==> config.mk <==
export PLATFORM = sky130hd
export DESIGN_NAME = bootmap_top
export DESIGN_NICKNAME = d
export VERILOG_FILES = /design/src/rtl/bootmap_pkg.sv /design/src/rtl/bootmap_sampler.sv /design/src/rtl/bootmap_remap_reg.sv /design/src/rtl/bootmap_decoder.sv /design/src/rtl/bootmap_top.sv
export SDC_FILE = /design/constraint.sdc
export NUM_CORES = 1
export LEC_CHECK = 0
export ABC_CLOCK_PERIOD_IN_PS = 3200
export BUFFER_PORTS_ARGS = -buffer_cell sky130_fd_sc_hd__buf_2
export CAP_MARGIN = 20
export CORE_MARGIN = 8
export CORE_UTILIZATION = 49
export DETAILED_ROUTE_END_ITERATION = 10
export MAX_ROUTING_LAYER = met4
export PLACE_DENSITY = 0.82
export SYNTH_ARGS = -nofsm -noshare
export SYNTH_HDL_FRONTEND = slang
export SYNTH_SLANG_ARGS = --single-unit
==> constraint.sdc <==
create_clock -name clk -period 3.2 [get_ports clk]
set_input_delay 0.32 -clock clk [delete_from_list [all_inputs] [get_ports clk]]
set_output_delay 0.32 -clock clk [all_outputs]
set_load 0.05 [all_outputs]
==> src/rtl/bootmap_pkg.sv <==
package bootmap_pkg;

  typedef enum logic [2:0] {
    TGT_NONE   = 3'd0,
    TGT_FLASH  = 3'd1,
    TGT_SYSMEM = 3'd2,
    TGT_SRAM1  = 3'd3,
    TGT_SRAM2  = 3'd4,
    TGT_EXTMEM = 3'd5,
    TGT_EXTCFG = 3'd6,
    TGT_ERROR  = 3'd7
  } tgt_e;

  typedef enum logic [1:0] {
    REMAP_FLASH  = 2'b00,
    REMAP_SYSMEM = 2'b01,
    REMAP_EXT    = 2'b10,
    REMAP_SRAM1  = 2'b11
  } remap_e;

  // Boot pins {b, a} to the remap source loaded at each capture.
  function automatic remap_e boot_to_remap(input logic [1:0] pins);
    if (!pins[0])     return REMAP_FLASH;
    else if (pins[1]) return REMAP_SRAM1;
    else              return REMAP_SYSMEM;
  endfunction

  // Address lies in [base, base + size).
  function automatic logic span_hit(input logic [31:0] addr,
                                    input logic [31:0] base,
                                    input logic [31:0] size);
    return (addr >= base) && ((addr - base) < size);
  endfunction

  function automatic tgt_e alias_target(input remap_e sel);
    case (sel)
      REMAP_FLASH:  return TGT_FLASH;
      REMAP_SYSMEM: return TGT_SYSMEM;
      REMAP_EXT:    return TGT_EXTMEM;
      default:      return TGT_SRAM1;
    endcase
  endfunction

endpackage

==> src/rtl/bootmap_sampler.sv <==
module bootmap_sampler #(
  parameter int SAMPLE_EDGE = 4
) (
  input  logic       clk,
  input  logic       rst_n,
  input  logic       boot_a_i,
  input  logic       boot_b_i,
  input  logic       standby_exit_i,
  output logic [1:0] boot_mode_o,
  output logic       valid_o,
  output logic       sample_pulse_o
);
  localparam int CNT_W = (SAMPLE_EDGE < 2) ? 1 : $clog2(SAMPLE_EDGE);
  localparam logic [CNT_W-1:0] LAST_CNT = CNT_W'(SAMPLE_EDGE - 1);

  logic [CNT_W-1:0] edge_cnt_q;

  // The edge on which the pins are taken; a standby exit on that edge wins.
  assign sample_pulse_o = !valid_o && !standby_exit_i && (edge_cnt_q == LAST_CNT);

  always_ff @(posedge clk or negedge rst_n) begin
    if (!rst_n) begin
      edge_cnt_q  <= '0;
      valid_o     <= 1'b0;
      boot_mode_o <= 2'b00;
    end else if (standby_exit_i) begin
      edge_cnt_q <= '0;
      valid_o    <= 1'b0;
    end else if (sample_pulse_o) begin
      edge_cnt_q  <= '0;
      valid_o     <= 1'b1;
      boot_mode_o <= {boot_b_i, boot_a_i};
    end else if (!valid_o) begin
      edge_cnt_q <= edge_cnt_q + 1'b1;
    end
  end
endmodule

==> src/rtl/bootmap_remap_reg.sv <==
module bootmap_remap_reg
  import bootmap_pkg::*;
(
  input  logic       clk,
  input  logic       rst_n,
  input  logic       load_boot_i,
  input  logic [1:0] boot_pins_i,
  input  logic       wr_en_i,
  input  logic       wr_allowed_i,
  input  logic [1:0] wr_data_i,
  output remap_e     remap_q
);
  logic sw_write;
  assign sw_write = wr_en_i && wr_allowed_i;

  // Capture has priority over a software write in the same cycle.
  always_ff @(posedge clk or negedge rst_n) begin
    if (!rst_n)          remap_q <= REMAP_FLASH;
    else if (load_boot_i) remap_q <= boot_to_remap(boot_pins_i);
    else if (sw_write)    remap_q <= remap_e'(wr_data_i);
  end
endmodule

==> src/rtl/bootmap_decoder.sv <==
module bootmap_decoder
  import bootmap_pkg::*;
#(
  parameter logic [31:0] WINDOW_BYTES     = 32'h0400_0000,
  parameter logic [31:0] FLASH_BASE       = 32'h0800_0000,
  parameter logic [31:0] FLASH_BYTES      = 32'h0010_0000,
  parameter logic [31:0] SYSMEM_BASE      = 32'h1FFF_0000,
  parameter logic [31:0] SYSMEM_BYTES     = 32'h0000_7800,
  parameter logic [31:0] SRAM1_BASE       = 32'h2000_0000,
  parameter logic [31:0] SRAM1_BYTES      = 32'h0001_C000,
  parameter logic [31:0] SRAM2_BASE       = 32'h2001_C000,
  parameter logic [31:0] SRAM2_BYTES      = 32'h0000_4000,
  parameter logic [31:0] EXT_BASE         = 32'h6000_0000,
  parameter logic [31:0] EXT_REGION_BYTES = 32'h0200_0000,
  parameter int          EXT_REGIONS      = 4,
  parameter int          EXT_OPEN_REGIONS = 2,
  parameter logic [31:0] EXTCFG_BASE      = 32'hA000_0000,
  parameter logic [31:0] EXTCFG_BYTES     = 32'h0000_1000
) (
  input  logic [31:0] addr_i,
  input  logic        boot_valid_i,
  input  remap_e      remap_i,
  output tgt_e        tgt_o,
  output logic [31:0] offset_o,
  output logic        out_of_range_o,
  output logic        ext_locked_o
);
  localparam int NAT_N = 4;
  localparam logic [31:0] EXT_SPAN  = 32'(EXT_REGION_BYTES * EXT_REGIONS);
  localparam logic [31:0] EXT_OPEN  = 32'(EXT_REGION_BYTES * EXT_OPEN_REGIONS);
  localparam logic [31:0] NAT_BASE [NAT_N] = '{FLASH_BASE, SYSMEM_BASE, SRAM1_BASE, SRAM2_BASE};
  localparam logic [31:0] NAT_SIZE [NAT_N] = '{FLASH_BYTES, SYSMEM_BYTES, SRAM1_BYTES, SRAM2_BYTES};
  localparam tgt_e        NAT_TGT  [NAT_N] = '{TGT_FLASH, TGT_SYSMEM, TGT_SRAM1, TGT_SRAM2};

  // Size of the memory seen through the code window for each remap code.
  function automatic logic [31:0] alias_bytes(input remap_e sel);
    case (sel)
      REMAP_FLASH:  return FLASH_BYTES;
      REMAP_SYSMEM: return SYSMEM_BYTES;
      REMAP_EXT:    return EXT_OPEN;
      default:      return SRAM1_BYTES;
    endcase
  endfunction

  logic [NAT_N-1:0] nat_hit;
  logic [31:0]      nat_off [NAT_N];
  logic             in_window, ext_hit, cfg_hit, alias_fits;
  logic [31:0]      ext_off, cfg_off;

  for (genvar g = 0; g < NAT_N; g++) begin : g_native
    assign nat_hit[g] = span_hit(addr_i, NAT_BASE[g], NAT_SIZE[g]);
    assign nat_off[g] = addr_i - NAT_BASE[g];
  end

  assign in_window    = addr_i < WINDOW_BYTES;
  assign alias_fits   = addr_i < alias_bytes(remap_i);
  assign ext_hit      = span_hit(addr_i, EXT_BASE, EXT_SPAN);
  assign ext_off      = addr_i - EXT_BASE;
  assign cfg_hit      = span_hit(addr_i, EXTCFG_BASE, EXTCFG_BYTES);
  assign cfg_off      = addr_i - EXTCFG_BASE;
  assign ext_locked_o = boot_valid_i && (remap_i == REMAP_EXT);

  always_comb begin
    tgt_o          = TGT_NONE;
    offset_o       = '0;
    out_of_range_o = 1'b0;
    if (in_window) begin
      if (!boot_valid_i) begin
        tgt_o = TGT_ERROR;
      end else if (alias_fits) begin
        tgt_o    = alias_target(remap_i);
        offset_o = addr_i;
      end else begin
        tgt_o          = TGT_ERROR;
        out_of_range_o = 1'b1;
      end
    end else if (|nat_hit) begin
      for (int i = NAT_N - 1; i >= 0; i--) begin
        if (nat_hit[i]) begin
          tgt_o    = NAT_TGT[i];
          offset_o = nat_off[i];
        end
      end
    end else if (ext_hit) begin
      if (ext_locked_o && (ext_off >= EXT_OPEN)) begin
        tgt_o = TGT_ERROR;
      end else begin
        tgt_o    = TGT_EXTMEM;
        offset_o = ext_off;
      end
    end else if (cfg_hit) begin
      if (ext_locked_o) begin
        tgt_o = TGT_ERROR;
      end else begin
        tgt_o    = TGT_EXTCFG;
        offset_o = cfg_off;
      end
    end
  end
endmodule

==> src/rtl/bootmap_top.sv <==
module bootmap_top
  import bootmap_pkg::*;
#(
  parameter int          SAMPLE_EDGE      = 4,
  parameter logic [31:0] WINDOW_BYTES     = 32'h0400_0000,
  parameter logic [31:0] FLASH_BASE       = 32'h0800_0000,
  parameter logic [31:0] FLASH_BYTES      = 32'h0010_0000,
  parameter logic [31:0] SYSMEM_BASE      = 32'h1FFF_0000,
  parameter logic [31:0] SYSMEM_BYTES     = 32'h0000_7800,
  parameter logic [31:0] SRAM1_BASE       = 32'h2000_0000,
  parameter logic [31:0] SRAM1_BYTES      = 32'h0001_C000,
  parameter logic [31:0] SRAM2_BASE       = 32'h2001_C000,
  parameter logic [31:0] SRAM2_BYTES      = 32'h0000_4000,
  parameter logic [31:0] EXT_BASE         = 32'h6000_0000,
  parameter logic [31:0] EXT_REGION_BYTES = 32'h0200_0000,
  parameter int          EXT_REGIONS      = 4,
  parameter int          EXT_OPEN_REGIONS = 2,
  parameter logic [31:0] EXTCFG_BASE      = 32'hA000_0000,
  parameter logic [31:0] EXTCFG_BYTES     = 32'h0000_1000
) (
  input  logic        clk,
  input  logic        rst_n,
  input  logic        boot_a_i,
  input  logic        boot_b_i,
  input  logic        standby_exit_i,
  input  logic        remap_wr_i,
  input  logic [1:0]  remap_wdata_i,
  input  logic [31:0] addr_i,
  output logic [1:0]  boot_mode_o,
  output logic        boot_valid_o,
  output logic        pin_free_o,
  output logic [1:0]  remap_o,
  output logic [2:0]  tgt_o,
  output logic [31:0] offset_o,
  output logic        out_of_range_o,
  output logic        ext_regs_blocked_o
);
  logic   sample_pulse;
  logic   ext_locked;
  remap_e remap_q;
  tgt_e   tgt_w;

  bootmap_sampler #(.SAMPLE_EDGE(SAMPLE_EDGE)) u_sampler (
    .clk            (clk),
    .rst_n          (rst_n),
    .boot_a_i       (boot_a_i),
    .boot_b_i       (boot_b_i),
    .standby_exit_i (standby_exit_i),
    .boot_mode_o    (boot_mode_o),
    .valid_o        (boot_valid_o),
    .sample_pulse_o (sample_pulse)
  );

  bootmap_remap_reg u_remap (
    .clk          (clk),
    .rst_n        (rst_n),
    .load_boot_i  (sample_pulse),
    .boot_pins_i  ({boot_b_i, boot_a_i}),
    .wr_en_i      (remap_wr_i),
    .wr_allowed_i (boot_valid_o),
    .wr_data_i    (remap_wdata_i),
    .remap_q      (remap_q)
  );

  bootmap_decoder #(
    .WINDOW_BYTES     (WINDOW_BYTES),
    .FLASH_BASE       (FLASH_BASE),
    .FLASH_BYTES      (FLASH_BYTES),
    .SYSMEM_BASE      (SYSMEM_BASE),
    .SYSMEM_BYTES     (SYSMEM_BYTES),
    .SRAM1_BASE       (SRAM1_BASE),
    .SRAM1_BYTES      (SRAM1_BYTES),
    .SRAM2_BASE       (SRAM2_BASE),
    .SRAM2_BYTES      (SRAM2_BYTES),
    .EXT_BASE         (EXT_BASE),
    .EXT_REGION_BYTES (EXT_REGION_BYTES),
    .EXT_REGIONS      (EXT_REGIONS),
    .EXT_OPEN_REGIONS (EXT_OPEN_REGIONS),
    .EXTCFG_BASE      (EXTCFG_BASE),
    .EXTCFG_BYTES     (EXTCFG_BYTES)
  ) u_decoder (
    .addr_i         (addr_i),
    .boot_valid_i   (boot_valid_o),
    .remap_i        (remap_q),
    .tgt_o          (tgt_w),
    .offset_o       (offset_o),
    .out_of_range_o (out_of_range_o),
    .ext_locked_o   (ext_locked)
  );

  assign pin_free_o         = boot_valid_o;
  assign remap_o            = remap_q;
  assign tgt_o              = tgt_w;
  assign ext_regs_blocked_o = ext_locked;
endmodule

# Word level (Yosys, flattened, before mapping)
# Index checks and enable logic that the tools add are counted.
[op_classes]
n_addsub = 7
magnitude_cmp = 15
n_eq_ne = 4
muxes = 38
bitwise = 1
reduce_logical = 18
[ops]
columns = ["operator", "n"]
rows = [
  ["32-bit two-way mux", 12],
  ["27-bit case mux with 3 select lines", 1],
  ["32-bit by 30-bit greater-or-equal comparator with 1-bit output, second input constant", 2],
  ["32-bit by 15-bit less-than comparator with 1-bit output, second input constant", 2],
  ["32-bit by 30-bit subtractor with 32-bit output, second input constant", 2],
  ["32-bit by 27-bit greater-or-equal comparator with 1-bit output, second input constant", 1],
  ["32-bit by 28-bit greater-or-equal comparator with 1-bit output, second input constant", 1],
  ["32-bit by 29-bit greater-or-equal comparator with 1-bit output, second input constant", 1],
  ["32-bit by 31-bit greater-or-equal comparator with 1-bit output, second input constant", 1],
  ["32-bit greater-or-equal comparator, second input constant", 1],
  ["32-bit by 13-bit less-than comparator with 1-bit output, second input constant", 1],
  ["32-bit by 17-bit less-than comparator with 1-bit output, second input constant", 1],
  ["32-bit by 21-bit less-than comparator with 1-bit output, second input constant", 1],
  ["32-bit by 27-bit less-than comparator with 1-bit output", 1],
  ["32-bit by 27-bit less-than comparator with 1-bit output, second input constant", 1],
  ["32-bit by 28-bit less-than comparator with 1-bit output, second input constant", 1],
  ["32-bit by 28-bit subtractor with 32-bit output, second input constant", 1],
  ["32-bit by 29-bit subtractor with 32-bit output, second input constant", 1],
  ["32-bit by 31-bit subtractor with 32-bit output, second input constant", 1],
  ["32-bit subtractor, second input constant", 1],
  ["3-bit two-way mux", 10],
  ["2-bit two-way mux", 8],
  ["1-bit logical AND", 11],
  ["3-bit case mux with 3 select lines", 1],
  ["other kinds (11)", 19],
]
[word_totals]
reg_bits = 7
input_bits = 40
out_inout_bits = 43
word_cells = 87

# Longest topological paths before layout
# Gate-level depths: netlist of the first run.
[logic_depth]
word_depth = 9
depth_mapped = 11
depth_no_buf = 10

# By module
# Synthesis of the first run repeated with hierarchy kept, for this count alone.
[unflattened]
cells_unflattened = 271
area_unflattened_um2 = 2035.7
[by_module_without_submodules]
columns = ["module", "n_inst", "cells_per_inst", "area_each_um2", "seq_area_each_um2"]
rows = [
  ["bootmap_decoder", 1, 244, 1705.4, 0.0],
  ["bootmap_sampler", 1, 15, 212.7, 125.1],
  ["bootmap_remap_reg", 1, 11, 110.1, 50.0],
  ["bootmap_top", 1, 1, 7.5, 0.0],
]

# Worst setup path before layout of the first run
# Ideal clock, no wire load.
[synth_path]
path_type = "input-to-output"
startpoint = "input addr_i[30]"
endpoint = "output tgt_o[1]"
arrival_time_ns = 3.097
required_time_ns = 2.880
setup_slack_ns = -0.217
path_stages = 9
path_buffers = 1
path_cell_list = "clkbuf_1 > inv_1 > ha_1 > nor2b_1 > nor3b_1 > or4bb_1 > a2bb2oi_1 > nand2_1 > a32oi_1"
[synth_between]
elab_chain_cells = 8
elab_cells_between_ends = 39
cone_classes = "add/sub: 6; order compare: 15; mux: 10; reduce/logical: 8"
[synth_rtl]
columns = ["element", "line", "rtl"]
rows = [
  ["start: declaration", "bootmap_top.sv:28", "input logic [31:0] addr_i,"],
  ["32-bit by 30-bit subtractor with 32-bit output", "bootmap_pkg.sv:32", "return (addr >= base) && ((addr - base) < size);"],
  ["32-bit by 17-bit less-than comparator with 1-bit output", "bootmap_pkg.sv:32", ""],
  ["1-bit logical AND", "bootmap_pkg.sv:32", ""],
  ["3-bit two-way mux (3 in a row)", "bootmap_decoder.sv:79", "if (nat_hit[i]) begin"],
  ["3-bit two-way mux", "bootmap_decoder.sv:77", "end else if (|nat_hit) begin"],
  ["3-bit two-way mux (*)", "bootmap_decoder.sv:67", "if (in_window) begin"],
  ["end: declaration", "bootmap_top.sv:33", "output logic [2:0] tgt_o,"],
]
# Mark *: on every way between the ends. The rest lies on a longest branch, timed or not.

# Final worst setup path of the first run
[layout_path]
startpoint = "input addr_i[17]"
endpoint = "output offset_o[15]"
[layout_between]
elab_chain_cells = 9
elab_cells_between_ends = 40
cone_classes = "add/sub: 6; order compare: 15; mux: 11; reduce/logical: 8"
[layout_rtl]
columns = ["element", "line", "rtl"]
rows = [
  ["32-bit by 30-bit subtractor with 32-bit output", "bootmap_pkg.sv:32", ""],
  ["32-bit by 15-bit less-than comparator with 1-bit output", "bootmap_pkg.sv:32", ""],
  ["1-bit logical AND", "bootmap_pkg.sv:32", ""],
  ["32-bit two-way mux (4 in a row)", "bootmap_decoder.sv:79", ""],
  ["32-bit two-way mux", "bootmap_decoder.sv:77", ""],
  ["32-bit two-way mux (*)", "bootmap_decoder.sv:67", ""],
  ["end: declaration", "bootmap_top.sv:34", "output logic [31:0] offset_o,"],
]
# Marks and branches as above.

==> results of run 1 <==
==> critical path, cell delays in order <==
cell and delay (ps):
buf_2 110, buf_4 160, inv_1 140, ha_1 200, nand2_1 120, a32oi_1 220, o21ai_0 100, o22ai_1 370
a32oi_2 270, or3b_2 510, o2bb2ai_1 130, buf_4 190
==> per-layer routing <==
layer	vias to the layer above	wire length, um	global-route usage
met5	-	0	-
met4	0	163	0.0389
met3	12	605	0.0410
met2	135	3580	0.349
met1	1144	3000	0.251
li1	1164	-	-
==> kinds of logic (layout without fill, tap and decap cells) <==
| kind of cell | Yosys count | after routing | synth area share |
|---|---|---|---|
| xor gates and xnor gates | 4 | 4 | 0.0184 |
| adders and majority gates | 19 | 19 | 0.125 |
| other | 1 | 5 | 0.00197 |
| muxes | 5 | 5 | 0.0276 |
| and+or+nand+nor | 134 | 134 | 0.416 |
| DFF | 7 | 7 | 0.0920 |
| AOI/OAI and AO/OA | 57 | 58 | 0.238 |
| buffers and inverters | 32 | 124 | 0.0815 |
==> cells in the mapped netlist, types with 3 or more instances <==
cell type / instances / area share
nand2_1: 20 / 0.039
ha_1: 19 / 0.12
and2_1: 17 / 0.056
inv_1: 16 / 0.032
nor2_1: 16 / 0.032
o21ai_0: 13 / 0.034
nor2b_1: 12 / 0.039
nor3_1: 12 / 0.032
nor4_1: 11 / 0.036
a21oi_1: 10 / 0.026
dfrtp_1: 7 / 0.092
nand3_1: 7 / 0.018
buf_4: 6 / 0.024
and4_1: 5 / 0.023
clkbuf_1: 5 / 0.0099
nand4_1: 5 / 0.016
and3_1: 4 / 0.013
buf_2: 4 / 0.011
a31oi_1: 3 / 0.0099
a32oi_1: 3 / 0.014
mux2i_1: 3 / 0.016
nand2b_1: 3 / 0.0099
nor4b_1: 3 / 0.014
or3_1: 3 / 0.0099
or4_1: 3 / 0.012
xnor2_1: 3 / 0.014
==> worst max path at each step <==
stage	startpoint	endpoint	slack, ps
4_1_cts	u_remap.remap_q[1]	offset_o[15]	-1
5_1_grt	addr_i[17]	tgt_o[1]	-70
3_5_place_dp	addr_i[21]	offset_o[4]	0.01
3_3_place_gp	addr_i[21]	offset_o[13]	20
2_1_floorplan	addr_i[30]	offset_o[18]	-90
6_report	addr_i[17]	offset_o[15]	20
==> cell usage in the layout, fill, tap and decap left out, types with 3 or more instances in the layout <==
master,count
and2_2,9
o21ai_0,11
nand2b_1,3
nand3_1,6
nor2_1,15
and3_1,4
buf_2,58
inv_1,15
nor3_1,11
and2_4,4
conb_1,5
nor4_2,4
buf_6,15
clkbuf_4,3
or4_1,3
dfrtp_1,5
nor2b_1,11
ha_1,18
buf_4,27
nand2_1,20
nor4_1,7
xnor2_1,3
clkbuf_8,3
a21oi_1,8
nand4_1,5
and2_1,5
mux2i_1,3
and4_1,5
or3_1,3
==> cell type report <==
type	instances	area, um^2	area share
timing repair buffer	104	694	0.250
sequential	7	178	0.0641
clock buffer	4	45.0	0.0162
inverter	16	60.1	0.0217
multi-input combinational	225	1740	0.626
tap	48	60.1	0.0217
==> stage by stage <==
stage | area [um^2] | util | setup TNS, ps | worst slack, ps
final | 2770 | 0.752 | 0 | 21.9
after global routing | 2770 | 0.752 | -365 | -70.3
after CTS | 2600 | 0.704 | -1.27 | -1.27
after detailed placement | 2490 | 0.675 | 0 | 0.0144
after global placement | 2490 | 0.675 | 0 | 23.0
after floorplan | 1960 | - | -767 | -89.2
==> where the power goes <==
part / switching [mW] / internal, mW
Clock: 0.0408 / 0.0864
Sequential: 0.0349 / 0.125
Combinational: 0.381 / 0.192
Total: 0.457 / 0.403
==> state kept, by name, summed over array words and instances (netlist names) <==
signal	cells
u_remap.remap_q	2
u_sampler.boot_mode_o	2
u_sampler.edge_cnt_q	2
u_sampler.valid_o	1
==> what timing repair did <==
item | in CTS | in global routing
endpoints found under the hold margin | 7 | 0
setup endpoints to repair | 16 | 29
hold buffers | 1 | 0
resized for setup | 16 | 43
pin swaps | 0 | 6
setup buffers | 0 | 2
cloned | 1 | 0
==> summary.txt, run 1 <==
CTS
  • Clock buffer depth: 2
  • Clock Sink Count: 7
  • CTS clk-pin slew, worst paths: 40 ps
  • TritonCTS Buffers: 3
  • Root Buffer: clkbuf_8
  • Clk_lat worst skew: between 200 and 250 ps
  • CTS tree: built
  • H-tree levels: 1

Outcome
  • Outcome: complete, no violations

Critical path
  • Worst setup EP type: primary output
  • CP required: 2880 ps
  • Critical path class: input port to primary output
  • Worst path arrival time: 2860 ps
  • CP max FO: 7
  • Reg2reg path depth: 5
  • R2R Setup Slk: 1800 ps
  • Reg2reg start: u_sampler.edge_cnt_q[0]
  • Worst setup SP type: input port
  • RR Endpoint: u_remap.remap_q[1]

Global routing
  • Largest net degree at the start of global routing: 14
  • GR Util All Layers: 0.207
  • Antenna violations before repair: 0
  • First-pass GRT wire length: 10600 um
  • Vias in the first global route: around 2300
  • GRT Residual Overflow: 0

Hold path
  • WHS Path Cells: 2
  • Min-Delay Endpoint: u_sampler.valid_o
  • Hold_sp: standby_exit_i
  • Worst Hold Class: input port to flip-flop

Flow run
  • Max-cap violations: 0

Synth
  • Register area share after synthesis: 0.0920
  • Syn avg cell area: about 7.3 um^2
  • Netlist cell types: 64
  • Ys Warns: 0
  • Post-Syn Area: 1900 um^2
  • Ys flop type: dfrtp_1
  • Number of synthesized register bits: 7
  • Mapped Cells: 259
  • Post-synth EDFFs: 0
  • Post-synthesis async set-or-reset flop share: 1.00

Pwr
  • Peak supply drop: 0.444 mV
  • Pwr/cell area: 310 nW/um^2
  • Overall power: 0.860 mW
  • Lkg Pwr: approximately 1.3 nW

STA
  • Worst Tran Pin Value: around 600 ps
  • Clk_skew: 2.64 ps
  • Crit share post-route: 0.993
  • Peak Freq: between 300 and 400 MHz
  • Hold Slack: 289 ps
  • Max-slew violations: 0
  • Minimum clock period: about 3200 ps
  • RSZ-0062 raised after global routing: yes
  • Rel. slew slack: 0.591
  • Final setup vio count: 0
  • Final Hold Vio Count: 0

Routing
  • Initial drt markers: 279
  • DR vias/cell: 6.08
  • DRC viols: 0
  • Drt wl/cell: 18.2 um
  • WL final: 7350 um
  • Remaining antenna violation count: 0
  • Total number of vias: roughly 2500
  • DR pass1 iterations: 4

Floorplanning
  • Die Y: 78.3 um
  • Core outline area: ~3700 um^2
  • Initial Util: 0.516
  • Chip width: 78.3 um
  • Full die area: 6130 um^2
  • IO Pins: 83
  • Row count: 22

Final layout
  • Share of layout cells above drive strength 1: 0.430
  • Area Overhead vs Synth: 45.8%
  • Non-Filler Instances: 404
  • # fillers: between 200 and 300
  • Fin nets: 416
  • Number of diodes: 0

Placed design
  • GP Congestion: about 0.9
  • DP Wirelength: 5180 um
  • Placed insts: ~400
  • Port buffer count: 77
No activity file was read; power rests on OpenSTA's default activity.
==> run 2, diff against run 1 <==
- CORE_UTILIZATION: 49 -> 48
- PLACE_DENSITY: 0.82 -> 0.81
==> run 2 against run 1 <==
  * Global-route usage grew 0.35 points
  * Non-clock buffer count is 1 higher
  * Clock power is essentially flat
  * Combinational power up 7.2%
  * Via count is 1.9% higher
  * Flip-flop and latch count unchanged
  * Hold slack better by 5.6 ps
  * Maximum frequency grew 1.0%
  * Largest power group unchanged
==> summary.txt, run 2 (synthesis results as in run 1) <==
Outcome
  • Outcome: complete, no violations

Global routing
  • GRT Residual Overflow: 0 (unchanged)
  • Antenna violations before repair: 0 (unchanged)
  • First-pass GRT wire length: 10800 um (+2.1%)
  • Vias in the first global route: 2315 (-0.043%)
  • GR Util All Layers: 0.211 (+0.00349)
  • Largest net degree at the start of global routing: 15 (+1)

STA
  • Minimum clock period: 3150 ps (-32.3 ps)
  • Clk_skew: 4.88 ps (+2.23 ps)
  • Final Hold Vio Count: 0 (unchanged)
  • Setup TNS: 0 ps (unchanged)
  • Final setup vio count: 0 (unchanged)
  • Hold Slack: 295 ps (+5.56 ps)
  • Peak Freq: 318 MHz (+1.0%)
  • Worst Tran Pin Value: 617 ps (+3.43 ps)
  • Max-slew violations: 0 (unchanged)
  • Crit share post-route: 0.983 (-0.0101)
  • Rel. slew slack: 0.589 (-0.00229)

CTS
  • CTS tree: built
  • Clk_lat worst skew: 230 ps (about the same)
  • Clock Sink Count: 7 (unchanged)
  • H-tree levels: 1 (unchanged)
  • CTS clk-pin slew, worst paths: 40 ps (about the same)
  • Root Buffer: clkbuf_8
  • Clock buffer depth: 2 (unchanged)
  • TritonCTS Buffers: 3 (unchanged)

Final layout
  • Share of layout cells above drive strength 1: 0.417 (-0.0124)
  • Fin nets: 417 (+0.24%)
  • Area Overhead vs Synth: 42.9%
  • Most frequent cells in the layout: buf_2 (59), buf_4 (33), nand2_1 (19), ha_1 (19), nor2_1 (15)
  • Number of diodes: 0 (unchanged)
  • Biggest regs: u_remap.remap_q (2), u_sampler.boot_mode_o (2), u_sampler.edge_cnt_q (2)
  • Post-route cell area: 2720 um^2 (-2.0%)
  • Leading cell type in the layout, fill and taps excluded: buf_2
  • Non-Filler Instances: 407 (+0.74%)
  • # fillers: 332 (+25%)

Pwr
  • Pwr/cell area: 329 nW/um^2 (+6.0%)
  • Peak supply drop: 0.496 mV (+12%)
  • Lkg Pwr: 1.25 nW (-1.3%)

Floorplanning
  • IO Pins: 83 (unchanged)
  • Chip width: 79.0 um (+0.82%)
  • Full die area: 6240 um^2 (+1.7%)
  • Core outline area: 3910 um^2 (+6.1%)
  • Row count: 23 (+4.5%)
  • Die Y: 79.0 um (+0.82%)
  • Initial Util: 0.486 (-0.0297)

Critical path
  • Critical path class: flip-flop to primary output
  • Cell Chain, Critical Path: buf_4 > nand2_1 > ha_1 > nor4b_1 > o21ai_1 > a31o_2 > o32a_1 > nor2b_4 > a41oi_4 > and2_1 > clkbuf_4
  • Max incr delay on CP: 380 ps (-130 ps)
  • Crit path max-delay cell type: dfrtp_2
  • Worst setup EP type: primary output
  • Worst setup SP type: flip-flop
  • CP max FO: 7 (unchanged)
  • CP required: 2880 ps (about the same)
  • Worst path arrival time: 2830 ps (-30 ps)

Placed design
  • GP Congestion: 0.944 (+5.1%)
  • Placed cell areas: 2480 um^2 (-0.50%)
  • Port buffer count: 77 (unchanged)
  • DP Wirelength: 5380 um (+4.0%)
  • Placed insts: 396 (unchanged)

Hold path
  • Worst Hold Class: input port to flip-flop

Routing
  • DR vias/cell: 6.15 (+1.2%)
  • Remaining antenna violation count: 0 (unchanged)
  • Initial drt markers: 170 (-39%)
  • DRC viols: 0 (unchanged)
  • Drt wl/cell: 17.6 um (-3.1%)
  • Total number of vias: 2502 (+1.9%)
  • DR pass1 iterations: 4 (unchanged)
  • WL final: 7180 um (-2.4%)

Flow run
  • Max-cap violations: 0 (unchanged)
-- run 2: changes by cell type in the layout (fill, tap and decap cells not counted), moves of 2 or more --
cell,change
buf_4,+6
and2_4,-3
and2_1,+2
nor4_1,+2
buf_6,-6
-- run 2: what timing repair did --
| action | in CTS | in global routing |
|---|---|---|
| hold endpoints to repair | 7 | 0 |
| gates cloned | 1 | 0 |
| gates resized for setup | 14 | 33 |
| endpoints found under the setup margin | 25 | 28 |
| setup buffers | 0 | 5 |
| pin swaps | 0 | 5 |
| hold buffers | 1 | 0 |
-- run 2: final timing paths --
kind | from | end | slack (ps) | cells after the start
worst min register to register | u_sampler.boot_mode_o[0] | u_sampler.boot_mode_o[0] | 510 | 1
min in group asynchronous | rst_n | u_remap.remap_q[1] | 460 | 2
worst max-delay path | u_remap.remap_q[0] | offset_o[0] | 50 | 11
max in group asynchronous | rst_n | u_remap.remap_q[0] | 2560 | 2
worst max register to register | u_sampler.edge_cnt_q[0] | u_remap.remap_q[1] | 1770 | 5
worst min-delay path | standby_exit_i | u_sampler.edge_cnt_q[0] | 290 | 2
-- run 2: where the power goes --
| part | switching, mW | internal [mW] | leakage [nW] |
|---|---|---|---|
| clock network | 0.0404 | 0.0864 | 0.0228 |
| registers | 0.0293 | 0.123 | 0.0863 |
| logic | 0.395 | 0.219 | 1.14 |
-- run 2: layout make-up --
class                      count  area (um^2)  area share
timing repair buffer         105          677       0.249
sequential                     7          176      0.0649
tap                           50         62.6      0.0230
inverter                      16         60.1      0.0221
multi-input combinational    225         1700       0.624
clock buffer                   4         45.0      0.0166
-- run 2: worst max-delay path, delay by kind of cell, from the launching register on --
kind | cells | cell delay (ps)
AO/OA/AOI/OAI | 4 | 900
adder cells (fa/ha/maj) | 1 | 210
buffers and inverters | 2 | 360
flip-flops | 1 | 380
AND/OR/NAND/NOR | 4 | 740
-- run 2: stage by stage --
step                power, mW  utilization  setup slack (ps)
global placement        0.665        0.633              60.8
detailed placement      0.687        0.633              10.2
floorplan               0.523            -             -89.2
finish                  0.893        0.695              54.2
CTS                     0.828        0.660              2.82
global route            0.947        0.695             -24.5
-- run 2: layer usage --
metal,GRT usage,part of all wire,vias up
met5,-,0,-
met4,0.0463,0.024,0
met3,0.0384,0.077,29
met2,0.353,0.49,131
met1,0.255,0.41,1181
li1,-,-,1161
==> run 3, diff against run 2 <==
- ABC_CLOCK_PERIOD_IN_PS: 3200 -> 2600
- CORE_UTILIZATION: 48 -> 44
- PLACE_DENSITY: 0.81 -> 0.78
- clock period: 3.2 -> 2.6 ns (I/O delays scaled with it)
==> run 3 against run 2 <==
  * The flow now stops in 5_1_grt
  * Synthesized cell count stayed put
  * Synthesized area stayed put
==> summary.txt, run 3 <==
Outcome
  • Outcome: did not finish
  • Failed at: 5_1_grt
  • Run Error: [ERROR GRT-0232] Routing congestion too high. Check the congestion heatmap in the GUI.

Synth
  • Post-Syn Area: 1900 um^2 (unchanged)
  • Top-area cell type share of the netlist area: 0.125 (unchanged)
  • Post-synthesis async set-or-reset flop share: 1.00 (unchanged)
  • Ys Warns: 0 (unchanged)
  • Post-synth EDFFs: 0 (unchanged)
  • Number of synthesized register bits: 7 (unchanged)
  • Top post-synthesis cells by count: nand2_1 (20), ha_1 (19), and2_1 (17)
  • Syn avg cell area: 7.35 um^2 (unchanged)
  • Post-synth top area cell: ha_1
  • Netlist cell types: 64 (unchanged)
  • Ys flop type: dfrtp_1
  • Synth area leaders: ha_1 (12%), dfrtp_1 (9.2%), and2_1 (5.6%)
  • Register area share after synthesis: 0.0920 (unchanged)
  • Most common cell in the synthesized netlist: nand2_1
  • Mapped Cells: 259 (unchanged)

CTS
  • Clock buffer depth: 2 (unchanged)
  • Clock Sink Count: 7 (unchanged)
  • Root Buffer: clkbuf_8
  • H-tree levels: 1 (unchanged)
  • TritonCTS Buffers: 3 (unchanged)

Global routing
  • GR Util All Layers: 0.591
  • Antenna violations before repair: 2
  • Largest net degree at the start of global routing: 15
  • GRT Residual Overflow: 3

Placed design
  • Pre-CTS setup slack: -409 ps (-419 ps)
  • Port buffer count: 77 (unchanged)
  • DP Wirelength: 6740 um (+25%)
  • GP Congestion: 0.968 (+2.6%)

STA
  • GRT worst endpoint: offset_o[15]
  • Worst EP kind: primary output

Floorplanning
  • Die Y: 81.8 um (+3.5%)
  • Row count: 24 (+4.3%)
  • Chip width: 81.8 um (+3.5%)
  • Initial Util: 0.446 (-0.0400)
  • IO Pins: 83 (unchanged)
## run 3: kinds of logic after synthesis
group | share of synthesized area
other | 0.00197
AND/OR/NAND/NOR | 0.416
multiplexers | 0.0276
flip-flops | 0.0920
adder cells (fa/ha/maj) | 0.125
XOR/XNOR | 0.0184
AO/OA/AOI/OAI | 0.238
buffers and inverters | 0.0815
## run 3: routing by layer
| layer | GRT usage | overflow |
|---|---|---|
| met5 | - | - |
| met4 | 0.577 | 1 |
| met3 | 0.423 | 1 |
| met2 | 0.760 | 1 |
| met1 | 0.556 | 0 |
## run 3: what timing repair did
| item | CTS |
|---|---|
| setup endpoints to repair | 31 |
| hold buffers | 1 |
| pin swaps | 12 |
| hold endpoints to repair | 7 |
| setup buffers | 8 |
| gates cloned | 1 |
| resized for setup | 110 |
## run 3: through the flow
stage          hold WS, ps   util  std cells  setup TNS [ps]  cell area [um^2]
4_1_cts                235  0.882        478           -7780              3760
3_3_place_gp          94.3  0.761        464           -8600              3250
3_5_place_dp          97.4  0.761        464           -9900              3250
2_1_floorplan        -35.6      -        263           -2390              2220
==> run 4, diff against run 3 <==
- ABC_CLOCK_PERIOD_IN_PS: 2600 -> 3400
- CORE_UTILIZATION: 44 -> 33
- MAX_ROUTING_LAYER: met4 -> not set
- PLACE_DENSITY: 0.78 -> not set
- PLACE_DENSITY_LB_ADDON: not set -> 0.15
- clock period: 2.6 -> 3.4 ns (I/O delays scaled with it)
==> run 4 against run 3 <==
  * The run now ends clean
==> summary.txt, run 4 (synthesis results as in run 1) <==
Floorplanning
  • Chip width: 91.9 um (+12%)
  • Die Y: 91.9 um (+12%)
  • Full die area: 8450 um^2
  • IO Pins: 83 (unchanged)
  • Row count: 27 (+13%)
  • Core outline area: 5540 um^2
  • Initial Util: 0.343 (-0.103)

Global routing
  • Vias in the first global route: 2305
  • Largest net degree at the start of global routing: 15
  • First-pass GRT wire length: 11200 um
  • GR Util All Layers: 0.158
  • GRT Residual Overflow: 0
  • Antenna violations before repair: 0

CTS
  • TritonCTS Buffers: 3 (unchanged)
  • Root Buffer: clkbuf_8
  • Clk_lat worst skew: 230 ps
  • Clock Sink Count: 7 (unchanged)
  • CTS clk-pin slew, worst paths: roughly 40 ps
  • H-tree levels: 1 (unchanged)
  • Clock buffer depth: 2 (unchanged)
  • CTS tree: built

Pwr
  • Clock power share: 0.157
  • Lkg Pwr: 1.18 nW
  • Overall power: 0.755 mW
  • Int Power: between 0.3 and 0.4 mW
  • Reg power frac: 0.200
  • Combinational power share: 0.643
  • Peak supply drop: 0.382 mV
  • Pwr/cell area: roughly 300 nW/um^2
  • Sw Share: 0.530
  • P_sw: 0.400 mW

Final layout
  • Share of layout cells above drive strength 1: 0.351
  • Non-Filler Instances: 417
  • Post-layout util: 0.465
  • Biggest regs: u_remap.remap_q (2), u_sampler.boot_mode_o (2), u_sampler.edge_cnt_q (2)
  • Area Overhead vs Synth: 35.4%
  • Fin nets: 405
  • Leading cell type in the layout, fill and taps excluded: buf_2
  • Number of diodes: 0
  • Post-route cell area: 2580 um^2
  • Most frequent cells in the layout: buf_2 (68), nand2_1 (20), ha_1 (19)
  • # fillers: 592

Hold path
  • Worst Hold Class: input port to flip-flop

Flow run
  • Max-cap violations: 0

Critical path
  • Worst path arrival time: 2860 ps
  • Worst setup SP type: input port
  • Critical path class: input port to primary output
  • CP required: 3060 ps
  • Worst setup EP type: primary output
  • CP max FO: 9

STA
  • Setup ws final: between 150 and 200 ps
  • Max-slew violations: 0
  • Setup TNS: 0 ps
  • Worst Tran Pin Value: 589 ps
  • Final Hold Vio Count: 0
  • Peak Freq: 312 MHz
  • Crit share post-route: 0.942
  • Minimum clock period: 3200 ps
  • Rel. slew slack: 0.603
  • Clk_skew: 2.22 ps
  • Hold Slack: ~300 ps
  • Final setup vio count: 0

Routing
  • DR vias/cell: 5.47
  • WL final: 6740 um
  • Initial drt markers: 150
  • Remaining antenna violation count: 0
  • DR pass1 iterations: 4
  • Total number of vias: 2280
  • Drt wl/cell: between 15 and 20 um
  • DRC viols: 0

Placed design
  • Pre-CTS setup slack: 14.8 ps (+424 ps)
  • Placed insts: 409 (-12%)
  • GP Congestion: 0.887 (-8.4%)
  • DP Wirelength: 5500 um (-18%)
  • Port buffer count: 77 (unchanged)
  • Placed cell areas: 2410 um^2 (-26%)

Outcome
  • Outcome: complete, no violations
[run 4: final timing paths]
| path | startpoint | to | slack, ps | depth (start not counted) |
|---|---|---|---|---|
| max | addr_i[28] | offset_o[16] | 200 | 10 |
| min | standby_exit_i | u_sampler.valid_o | 300 | 2 |
| max reg2reg | u_sampler.edge_cnt_q[0] | u_sampler.boot_mode_o[1] | 2000 | 4 |
| min in group asynchronous | rst_n | u_sampler.edge_cnt_q[0] | 470 | 2 |
| max in group asynchronous | rst_n | u_sampler.boot_mode_o[0] | 2780 | 2 |
| min reg2reg | u_sampler.boot_mode_o[0] | u_sampler.boot_mode_o[0] | 510 | 1 |
[run 4: layout make-up]
class                           instances  area, um^2  share of cell area
Tap cell                               72        90.1              0.0350
Clock buffer                            4        45.0              0.0175
Timing Repair Buffer                   93         543               0.211
Sequential cell                         7         175              0.0680
Inverter                               16        60.1              0.0233
Multi-Input combinational cell        225        1660               0.645
[run 4: power groups by stage]
stage	clock network, mW	registers (mW)	logic, mW
floorplan	0	0.229	0.262
global placement	0	0.148	0.473
detailed placement	0	0.151	0.474
CTS	0.123	0.150	0.478
global route	0.130	0.159	0.548
finish	0.118	0.151	0.486
[run 4: metal layers]
metal  part of all wire  vias up  wire [um]  global-route usage
li1                   -     1142          -                   -
met1               0.45     1039       3070               0.213
met2               0.45       90       3050               0.244
met3              0.082        9        552              0.0440
met4              0.011        0         77              0.0295
met5                  0        -          0                   0
[run 4: worst max-delay path, stage by stage]
cell and delay (ps):
buf_2 140, or3b_1 440, or3_1 400, nor4_2 360
o21ai_0 200, a32oi_2 340, a21oi_4 110, buf_12 150
a21oi_2 110, buf_2 270
[run 4: what timing repair did]
item | in CTS | in global routing
hold buffers | 1 | 0
gates resized for setup | 0 | 20
setup buffers | 0 | 2
endpoints found under the setup margin | 0 | 26
hold endpoints to repair | 7 | 0
